**src/rtl/rt_pkg.sv**
```systemverilog
// Shared configuration and types for the rename table.
// Assumes PHYS_REGS >= ARCH_REGS so that the reset identity map fits.
package rt_pkg;
    localparam int unsigned ARCH_REGS = 32;
    localparam int unsigned PHYS_REGS = 64;
    localparam int unsigned ARCH_W    = $clog2(ARCH_REGS);
    localparam int unsigned PHYS_W    = $clog2(PHYS_REGS);

    typedef logic [ARCH_W-1:0] arch_idx_t;
    typedef logic [PHYS_W-1:0] phys_idx_t;

    // One write request: valid, target architectural register, new physical register.
    typedef struct packed {
        logic      vld;
        arch_idx_t arch;
        phys_idx_t phys;
    } wr_req_t;
endpackage

```
**src/rtl/rt_wr_latch.sv**
```systemverilog
// Write latch stage: captures this cycle's write requests. The captured
// requests drive the table update and the bypass paths in the next cycle.
// Requests to architectural register 0 are dropped here.
// A restore flushes everything.
// Assumes: synchronous active-low reset.
module rt_wr_latch
    import rt_pkg::*;
#(
    parameter int NUM_WR = 4
) (
    input  logic    clk,
    input  logic    rst_n,
    input  logic    restore_i,
    input  wr_req_t req_i [NUM_WR],
    output wr_req_t req_q [NUM_WR]
);

    // Capture requests, filtering register 0 and flushing on restore.
    always_ff @(posedge clk) begin
        for (int j = 0; j < NUM_WR; j++) begin
            if (!rst_n || restore_i) begin
                req_q[j] <= '0;
            end else begin
                req_q[j].vld  <= req_i[j].vld && (req_i[j].arch != '0);
                req_q[j].arch <= req_i[j].arch;
                req_q[j].phys <= req_i[j].phys;
            end
        end
    end

    for (genvar j = 0; j < NUM_WR; j++) begin : g_chk
        // an accepted request sits in the latch for exactly the next cycle.
        a_r4_latched: assert property (@(posedge clk) disable iff (!rst_n)
            ($past(rst_n) && $past(req_i[j].vld && !restore_i && req_i[j].arch != '0))
            |-> (req_q[j].vld && req_q[j].phys == $past(req_i[j].phys)))
            else $error("a_r4_latched port %0d", j);
        // a request to register 0 never enters the latch.
        a_r6_no_zero_latch: assert property (@(posedge clk) disable iff (!rst_n)
            ($past(rst_n) && $past(req_i[j].vld && req_i[j].arch == '0))
            |-> !req_q[j].vld)
            else $error("a_r6_no_zero_latch port %0d", j);
    end

    // restore discards whatever was presented alongside it.
    a_r7_flush: assert property (@(posedge clk) disable iff (!rst_n)
        $past(restore_i) |-> (req_q[0].vld == 1'b0 && req_q[NUM_WR-1].vld == 1'b0))
        else $error("a_r7_flush");

endmodule

```
**src/rtl/rt_map_array.sv**
```systemverilog
// Mapping storage: one physical index per architectural register.
// The latched requests are applied in port order, so the highest port wins.
// A restore takes precedence over the latched requests.
// Assumes: the latch never presents register 0 as valid; synchronous active-low reset.
module rt_map_array
    import rt_pkg::*;
#(
    parameter int NUM_WR = 4
) (
    input  logic      clk,
    input  logic      rst_n,
    input  logic      restore_i,
    input  phys_idx_t restore_map_i [ARCH_REGS],
    input  wr_req_t   apply_i       [NUM_WR],
    output phys_idx_t map_o         [ARCH_REGS]
);

    phys_idx_t map_q [ARCH_REGS];

    // Reset to identity, load on restore, otherwise commit latched writes.
    always_ff @(posedge clk) begin
        if (!rst_n) begin
            for (int i = 0; i < ARCH_REGS; i++) map_q[i] <= phys_idx_t'(i);
        end else if (restore_i) begin
            for (int i = 0; i < ARCH_REGS; i++) map_q[i] <= (i == 0) ? '0 : restore_map_i[i];
        end else begin
            for (int j = 0; j < NUM_WR; j++) begin
                if (apply_i[j].vld) map_q[apply_i[j].arch] <= apply_i[j].phys;
            end
        end
    end

    assign map_o = map_q;

    // entry 0 stays pinned to physical register 0.
    a_r6_entry0: assert property (@(posedge clk) disable iff (!rst_n)
        $past(rst_n) |-> map_q[0] == '0)
        else $error("a_r6_entry0");

    // leaving reset, the top entry holds its own index.
    a_r1_identity: assert property (@(posedge clk) disable iff (!rst_n)
        $past(!rst_n) |-> map_q[ARCH_REGS-1] == phys_idx_t'(ARCH_REGS-1))
        else $error("a_r1_identity");

endmodule

```
**src/rtl/rt_read_port.sv**
```systemverilog
// One read port, split over two cycles.
//  - Early stage (decode cycle): looks up the table, lets latched writes that
//    are not yet committed override the lookup, and lets restore override both.
//    The result is registered.
//  - Late stage (next cycle): lets the writes latched at the same edge
//    override the registered result.
// Assumes: latched requests never target register 0.
module rt_read_port
    import rt_pkg::*;
#(
    parameter int NUM_WR = 4
) (
    input  logic      clk,
    input  logic      rst_n,
    input  logic      restore_i,
    input  phys_idx_t restore_map_i [ARCH_REGS],
    input  phys_idx_t map_i         [ARCH_REGS],
    input  wr_req_t   lat_i         [NUM_WR],
    input  arch_idx_t rd_arch_i,
    output phys_idx_t rd_phys_o
);

    phys_idx_t early_phys;
    arch_idx_t arch_q;
    phys_idx_t data_q;

    // Early lookup with pending-write bypass and restore override.
    always_comb begin
        early_phys = map_i[rd_arch_i];
        for (int j = 0; j < NUM_WR; j++) begin
            if (lat_i[j].vld && lat_i[j].arch == rd_arch_i) early_phys = lat_i[j].phys;
        end
        if (restore_i) early_phys = (rd_arch_i == '0) ? '0 : restore_map_i[rd_arch_i];
    end

    // Register the address and the early result across the stage boundary.
    always_ff @(posedge clk) begin
        if (!rst_n) begin
            arch_q <= '0;
            data_q <= '0;
        end else begin
            arch_q <= rd_arch_i;
            data_q <= early_phys;
        end
    end

    // Late bypass of writes presented alongside the read address.
    always_comb begin
        rd_phys_o = data_q;
        for (int j = 0; j < NUM_WR; j++) begin
            if (lat_i[j].vld && lat_i[j].arch == arch_q) rd_phys_o = lat_i[j].phys;
        end
    end

    // a read issued with restore returns the restored entry.
    a_r7_restore_read: assert property (@(posedge clk) disable iff (!rst_n)
        ($past(rst_n) && $past(restore_i))
        |-> rd_phys_o == $past((rd_arch_i == '0) ? '0 : restore_map_i[rd_arch_i]))
        else $error("a_r7_restore_read");

endmodule

```
**src/rtl/rename_table_bypass.sv**
```systemverilog
// Top level of the rename table. Unpacks the flat port buses, then connects
// the write latch, the mapping storage and one read port per read lane.
// Assumes: synchronous active-low reset; field p of a flat bus sits at [p*W +: W].
module rename_table_bypass
    import rt_pkg::*;
#(
    parameter int NUM_RD = 4,
    parameter int NUM_WR = 4
) (
    input  logic                        clk,
    input  logic                        rst_n,
    input  logic [NUM_RD*ARCH_W-1:0]    rd_arch_i,
    output logic [NUM_RD*PHYS_W-1:0]    rd_phys_o,
    input  logic [NUM_WR-1:0]           wr_valid_i,
    input  logic [NUM_WR*ARCH_W-1:0]    wr_arch_i,
    input  logic [NUM_WR*PHYS_W-1:0]    wr_phys_i,
    input  logic                        restore_i,
    input  logic [ARCH_REGS*PHYS_W-1:0] restore_map_i
);

    wr_req_t   wr_req  [NUM_WR];
    wr_req_t   lat_req [NUM_WR];
    phys_idx_t rmap    [ARCH_REGS];
    phys_idx_t map     [ARCH_REGS];

    // Pack each write lane into a request record.
    for (genvar j = 0; j < NUM_WR; j++) begin : g_wr
        assign wr_req[j] = {wr_valid_i[j], wr_arch_i[j*ARCH_W +: ARCH_W], wr_phys_i[j*PHYS_W +: PHYS_W]};
    end

    // Split the restore vector into entries.
    for (genvar i = 0; i < ARCH_REGS; i++) begin : g_rmap
        assign rmap[i] = restore_map_i[i*PHYS_W +: PHYS_W];
    end

    rt_wr_latch #(.NUM_WR(NUM_WR)) i_latch (
        .clk       (clk),
        .rst_n     (rst_n),
        .restore_i (restore_i),
        .req_i     (wr_req),
        .req_q     (lat_req)
    );

    rt_map_array #(.NUM_WR(NUM_WR)) i_array (
        .clk           (clk),
        .rst_n         (rst_n),
        .restore_i     (restore_i),
        .restore_map_i (rmap),
        .apply_i       (lat_req),
        .map_o         (map)
    );

    for (genvar p = 0; p < NUM_RD; p++) begin : g_rd
        rt_read_port #(.NUM_WR(NUM_WR)) i_port (
            .clk           (clk),
            .rst_n         (rst_n),
            .restore_i     (restore_i),
            .restore_map_i (rmap),
            .map_i         (map),
            .lat_i         (lat_req),
            .rd_arch_i     (rd_arch_i[p*ARCH_W +: ARCH_W]),
            .rd_phys_o     (rd_phys_o[p*PHYS_W +: PHYS_W])
        );
    end

    // the highest write port reaches a same-cycle read of its register.
    a_r5_youngest_bypass: assert property (@(posedge clk) disable iff (!rst_n)
        ($past(rst_n) && $past(wr_valid_i[NUM_WR-1] && !restore_i
            && wr_arch_i[NUM_WR*ARCH_W-1 -: ARCH_W] == rd_arch_i[ARCH_W-1:0]
            && wr_arch_i[NUM_WR*ARCH_W-1 -: ARCH_W] != '0))
        |-> rd_phys_o[PHYS_W-1:0] == $past(wr_phys_i[NUM_WR*PHYS_W-1 -: PHYS_W]))
        else $error("a_r5_youngest_bypass");

    // a read of register 0 returns physical register 0.
    a_r6_zero_read: assert property (@(posedge clk) disable iff (!rst_n)
        ($past(rst_n) && $past(rd_arch_i[ARCH_W-1:0] == '0))
        |-> rd_phys_o[PHYS_W-1:0] == '0)
        else $error("a_r6_zero_read");

endmodule

```
**config.mk**
```make
export PLATFORM = sky130hd
export DESIGN_NAME = rename_table_bypass
export DESIGN_NICKNAME = d
export VERILOG_FILES = /design/src/rtl/rt_pkg.sv /design/src/rtl/rt_wr_latch.sv /design/src/rtl/rt_map_array.sv /design/src/rtl/rt_read_port.sv /design/src/rtl/rename_table_bypass.sv
export SDC_FILE = /design/constraint.sdc
export NUM_CORES = 2
export LEC_CHECK = 0
export CELL_PAD_IN_SITES_DETAIL_PLACEMENT = 1
export CELL_PAD_IN_SITES_GLOBAL_PLACEMENT = 2
export CORE_MARGIN = 5
export CORE_UTILIZATION = 31
export CTS_CLUSTER_SIZE = 30
export DETAILED_ROUTE_END_ITERATION = 10
export PLACE_DENSITY = 0.78
export SLEW_MARGIN = 20
export SYNTH_ARGS = -nofsm -noshare
export SYNTH_HDL_FRONTEND = slang
export SYNTH_SLANG_ARGS = --single-unit
```
**constraint.sdc**
```tcl
create_clock -name clk -period 3.2 [get_ports clk]
set_input_delay 0.32 -clock clk [delete_from_list [all_inputs] [get_ports clk]]
set_output_delay 0.32 -clock clk [all_outputs]
set_load 0.01 [all_outputs]
```
# --- Word level (Yosys, flattened, before mapping) ---
# Index checks and enable logic that the tools add are counted.
op_classes:
  order_cmp: 12
  add_sub_neg: 0
  n_reduce_logical: 51
  n_eq_ne: 32
  bitwise_logic: 9
  mux: 87
  shifts: 0
  multipliers: 0
  div: 0
ops:
  columns: ["op", "n"]
  rows:
  - ["2-to-1 mux 192 bit", 10]
  - ["bitwise mux 192 bit", 4]
  - ["2-to-1 mux 6 bit", 60]
  - ["binary-select mux 6 bit (select 5 bit)", 8]
  - ["2-to-1 mux 186 bit", 1]
  - ["equality test 5 bit", 32]
  - ["demux 6 bit (select 5 bit)", 4]
  - ["greater-or-equal comparator 6 bit, second input constant", 8]
  - ["NOT 5 -> 6 bit", 8]
  - ["logical AND 1 bit", 40]
  - ["less-than comparator 6 x 1 -> 1 bit, second input constant", 4]
  - ["zero test 5 bit", 4]
  - ["nonzero test 5 bit", 4]
  - ["OR reduction 2 bit", 1]
  - ["zero test 1 bit", 1]
  - ["logical OR 1 bit", 1]
  - ["NOT 1 bit", 1]
totals:
  elab_cells: 243
  memories: 0
  rom_bits: 0
  latchBits: 0
  inputBits: 263
  ramBits: 0
  register_bits: 284

# --- Longest topological paths before layout ---
depth:
  ltp_word: 20
  mapped_depth: 11

# --- Cells and area by module ---
# From an unflattened synthesis, not the netlist that was laid out.
unflattened:
  hier_cells: 4213
  area_unflattened_um2: 36802.8
modules_own_cells:
  columns: ["mod", "area_each_um2", "seq_area_each_um2", "cells_per_inst", "instances"]
  rows:
  - ["rt_read_port", 4481.8, 220.2, 449, 4]
  - ["rt_map_array", 17536.8, 3843.7, 2311, 1]
  - ["rt_wr_latch", 1338.8, 960.9, 106, 1]

# --- Least setup slack after synthesis ---
# No wires, ideal clock.
synth_timing:
  path_kind: "input to register"
  start: "input port rd_arch_i[0]"
  end: "register g_rd[0].i_port.data_q[2]"
  n_path_buf: 4
  path_slack_ps: 572
  required_ps: 3062
  setup_time_ps: 138
  arrival_ps: 2490
  stages: 8
  path_cell_list: "clkbuf_1 buf_2 buf_2 buf_2 mux4_2 mux4_2 nand2_1 o2111ai_1"
synth_via:
  elab_chain_len: 9
  word_cells_on_any_way: 22
  cone_classes: "eq/ne (4); mux (12); bitwise (1); reduce/logical (5)"
synth_lines:
  columns: ["element", "line_no", "text"]
  rows:
  - ["start: declaration", "rename_table_bypass.sv:12", "input logic [NUM_RD*ARCH_W-1:0] rd_arch_i,"]
  - ["NOT 5 -> 6 bit (not written as such)", "rt_read_port.sv:29, rt_read_port.sv:33", null]
  - ["binary-select mux 6 bit (select 5 bit)", "rt_read_port.sv:29", "early_phys = map_i[rd_arch_i];"]
  - ["2-to-1 mux 6 bit (not written as such) (2 in a row)", "rt_read_port.sv:29", null]
  - ["2-to-1 mux 6 bit (4 in a row)", "rt_read_port.sv:31", "if (lat_i[j].vld && lat_i[j].arch == rd_arch_i) early_phys = lat_i[j].phys;"]
  - ["2-to-1 mux 6 bit *", "rt_read_port.sv:33", "if (restore_i) early_phys = (rd_arch_i == '0) ? '0 : restore_map_i[rd_arch_i];"]
  - ["end signal: assignment", "rt_read_port.sv:43", "data_q <= early_phys;"]
  - ["end: declaration", "rt_read_port.sv:25", "phys_idx_t data_q;"]
# Every way passes the cells marked *; elsewhere a longest branch is shown, timed or not. The select of a mux whose other input is x is not followed.
# A chain may end at the register's enable or synchronous reset.

# --- Final worst setup path ---
layout_timing:
  start: "register i_latch.req_q[43] (netlist bit)"
  end: "register g_rd[1].i_port.data_q[0]"
layout_via:
  elab_chain_len: 7
layout_lines:
  columns: ["element", "line_no", "text"]
  rows:
  - ["start: declaration", "rt_wr_latch.sv:15", "output wr_req_t req_q [NUM_WR]"]
  - ["equality test 5 bit", "rt_read_port.sv:31", null]
  - ["logical AND 1 bit", "rt_read_port.sv:31", null]
  - ["2-to-1 mux 6 bit (4 in a row)", "rt_read_port.sv:31", null]
  - ["2-to-1 mux 6 bit", "rt_read_port.sv:33", null]
  - ["end signal: assignment", "rt_read_port.sv:43", null]
  - ["end: declaration", "rt_read_port.sv:25", null]
# Every way passes these cells.

==> results.md <==
* Avg Cell Area, Syn at a little over 9 µm²
* CTS tree: done
* Io pins at ~290
* H-tree Lvls at 2
* Synth area leader: mux4_2
* Vias per cell at around 7.3
* R2R Setup Slk at slightly above 80 ps
* Fin crit share at a little over nine tenths
* Setup WS post-layout at between 80 and 90 ps
* Worst setup EP type: flip-flop
* GP Congestion at 1.08
* Max-slew violation count at 0
* Fin nets at approximately 4.1k
* Synth Instances at approximately 3.6k
* VDD IR max at ~0.41 mV
* Vias in the first global route at roughly 38k
* IO Port Bufs at around 290
* Finish-stage setup viols at 0
* Max-cap violations at 0
* Share of the yosys chip area belonging to registers at 17.0%
* Grt ovf at 0
* Hold path cells at 2
* Initial antenna violation count at 19
* Buf/Inv on CP at 2
* Hold Vio Cnt, Final at 0
* Vias after detailed routing at approximately 39k
* Critical path's slowest cell: a2111oi_0
* Worst Hold Class: primary input to flip-flop
* Most frequent cells in the layout: mux4_2 (444), nor2_1 (367), buf_4 (365)
* First-pass GRT wire length at a little over 300000 µm
* Library cells used by synthesis at 76
* Crit path arrival time at between 3000 and 4000 ps
* Layout area overhead at 23.0%
* Area contributors post-synth: mux4_2 (30%), dfxtp_1 (17%), mux2i_1 (7.7%)
* FP Rows at between 100 and 150
* Cts bufs inserted at 42
* Ys async rst share at 0%
* Drt pass-1 iters at 5
* Worst setup path end: g_rd[1].i_port.data_q[0]
* Syn nets at about 3.9k
* Power Density at roughly 350 nW/µm²
* R2R Path End: g_rd[1].i_port.data_q[0]
* Slew headroom at 31.1%
* Drt drc at 0
* Synth warn at 0
* CP top delay family: compound AO/OA/AOI/OAI gates
* Most common cell after layout, fill and taps aside: mux4_2
* Die area at between 100000 and 150000 µm²
* Worst-path cell chain: buf_4 > xor2_1 > nor4_1 > and3_1 > and3b_1 > a2111oi_0 > buf_4 > o32ai_1
* Die Span Y at ~340 µm
* Worst Setup SP: i_latch.req_q[43]
* Final WL at 225000 µm
* Largest net degree at the start of global routing at 96
* Max incr delay on CP at between 800 and 900 ps
* Clock latency on the worst-skew pair at 640 ps
* Status: finished clean
* CTS clk-pin slew, worst paths at 70 ps
* # clock sinks at 284
* Initial DRC count at 6719
* Share of layout cells above drive strength 1 at 27.3%
* Gr usage total at 37.4%
* CTS max path bufs at 3
* Post-DP HPWL at about 170000 µm
* Min cycle time layout at about 3100 ps
* Top-area cell type share of the netlist area at 29.9%
* #FFs+latches synth at about 280
* Core area at approximately 110000 µm²
* Antenna Nets Post-Route at 0
* Critical path class: flip-flop to flip-flop
* Main synth FF type: dfxtp_1
* Post-Place Setup Slack at -200 ps
* Pleak at 15.7 nW
* CP Depth at 8
* Die X at 338 µm
* Post-synth EDFFs at 0
* Routed len/inst at approximately 42 µm
* Initial core utilization at 31.2%
* Required time worst endpoint at 3700 ps
* Peak Freq at 321 MHz
* Final Skew at 32.2 ps
* Crit Path Max Fanout at 15
* Post-Synthesis Cell Area at between 30000 and 40000 µm²
* Worst slew pin tran at 1010 ps
* R2R depth at 8
* Most used cell, CP: buf_4
* Root Buffer Master: clkbuf_16
* Startpoint class of the critical path: flip-flop
* Hold_ws at 90.8 ps
* Crit Reg-Reg Startpoint: i_latch.req_q[43]
==> how the worst min path moves through the flow <==
stage	slack, ps	end	from
detailed placement	630	g_rd[2].i_port.arch_q[1]	rst_n
floorplan	430	i_array.map_o[185]	restore_map_i[11]
global route	90	g_rd[1].i_port.arch_q[3]	rd_arch_i[8]
finish	90	g_rd[1].i_port.arch_q[3]	rd_arch_i[8]
CTS	70	g_rd[1].i_port.arch_q[3]	rd_arch_i[8]
global placement	620	g_rd[2].i_port.arch_q[1]	rst_n
==> registers in the layout (all words and copies together) (netlist names) <==
name / cells
g_rd.i_port.data_q: 24
g_rd.i_port.arch_q: 20
i_latch.req_q: 48
i_array.map_o: 192
==> per-layer routing <==
metal  vias up  share of wire, %  track usage (%)
li1      14700                 -                -
met1     19300                36             47.4
met2      3688                40             52.8
met3       809                16             17.0
met4        14               7.5             20.8
met5         -              0.10            0.708
==> power breakdown <==
group / switching (mW) / internal (mW) / leakage (nW)
Sequential: 0.479 / 3.77 / 2.37
Combinational: 2.82 / 2.23 / 12.7
Clock: 2.11 / 2.86 / 0.679
==> cell families (layout without fill, tap and decap cells) <==
logic type,count (synthesis),count (layout),share of synthesized area (%)
and+or+nand+nor,1078,1078,15.0
xor gates and xnor gates,160,160,4.20
buffers and inverters,515,779,6.29
AOI/OAI and AO/OA,871,871,19.3
muxes,716,716,38.2
DFF,284,284,17.0
other,0,6,0
==> cell usage after synthesis (all sizes together) (5+ instances only) <==
library cell  number
a2111oi            7
nand3b             8
nor2             370
a21oi             18
nor2b             21
buf              135
nand4             12
mux4             446
o221ai            26
nor3b              8
a2bb2oi            5
a311o             40
or3               12
o21ai            228
nand4b             7
and3b              6
a221oi           136
nand3            163
nand2b            12
clkbuf           361
mux2i            258
nand2            278
nor3              26
dfxtp            284
xnor2             54
xor2             106
a211oi           142
a22o               6
o2111ai           19
inv               19
o311ai            56
a22oi             13
o32ai              8
and2              75
nor4              30
a31o              15
and3              18
a31oi             44
or2               14
a211o             70
o22ai              6
mux2              12
==> layout make-up <==
class / instances / area (µm²)
sequential: 284 / 5750
inverter: 19 / 71.3
antenna: 6 / 15.0
timing repair buffer: 687 / 6330
multi-input combinational: 2825 / 25800
clock inverter: 17 / 190
fill: 12000 / 66000
tap: 1403 / 1760
clock buffer: 56 / 1190
==> repair_timing <==
item                                    4_1_cts  5_1_grt
hold endpoints to repair                      1        0
pin swaps                                     7        4
resized for setup                            78       17
hold buffers                                  1        0
endpoints found under the setup margin       24        5
buffers inserted                              6        3
==> metrics by stage <==
stage	TNS (ps)	area, µm²	utilization [%]	power [mW]	instances
final	0	41100	38.4	14.3	5297
after global routing	-6.62	41100	38.4	14.5	5291
after CTS	0	41100	38.4	14.0	5288
after detailed placement	-402	39500	36.9	9.10	5208
after global placement	-560	39500	36.9	9.03	5208
after floorplan	0	33400	-	6.60	3624
(Power assumes the default switching activity.)
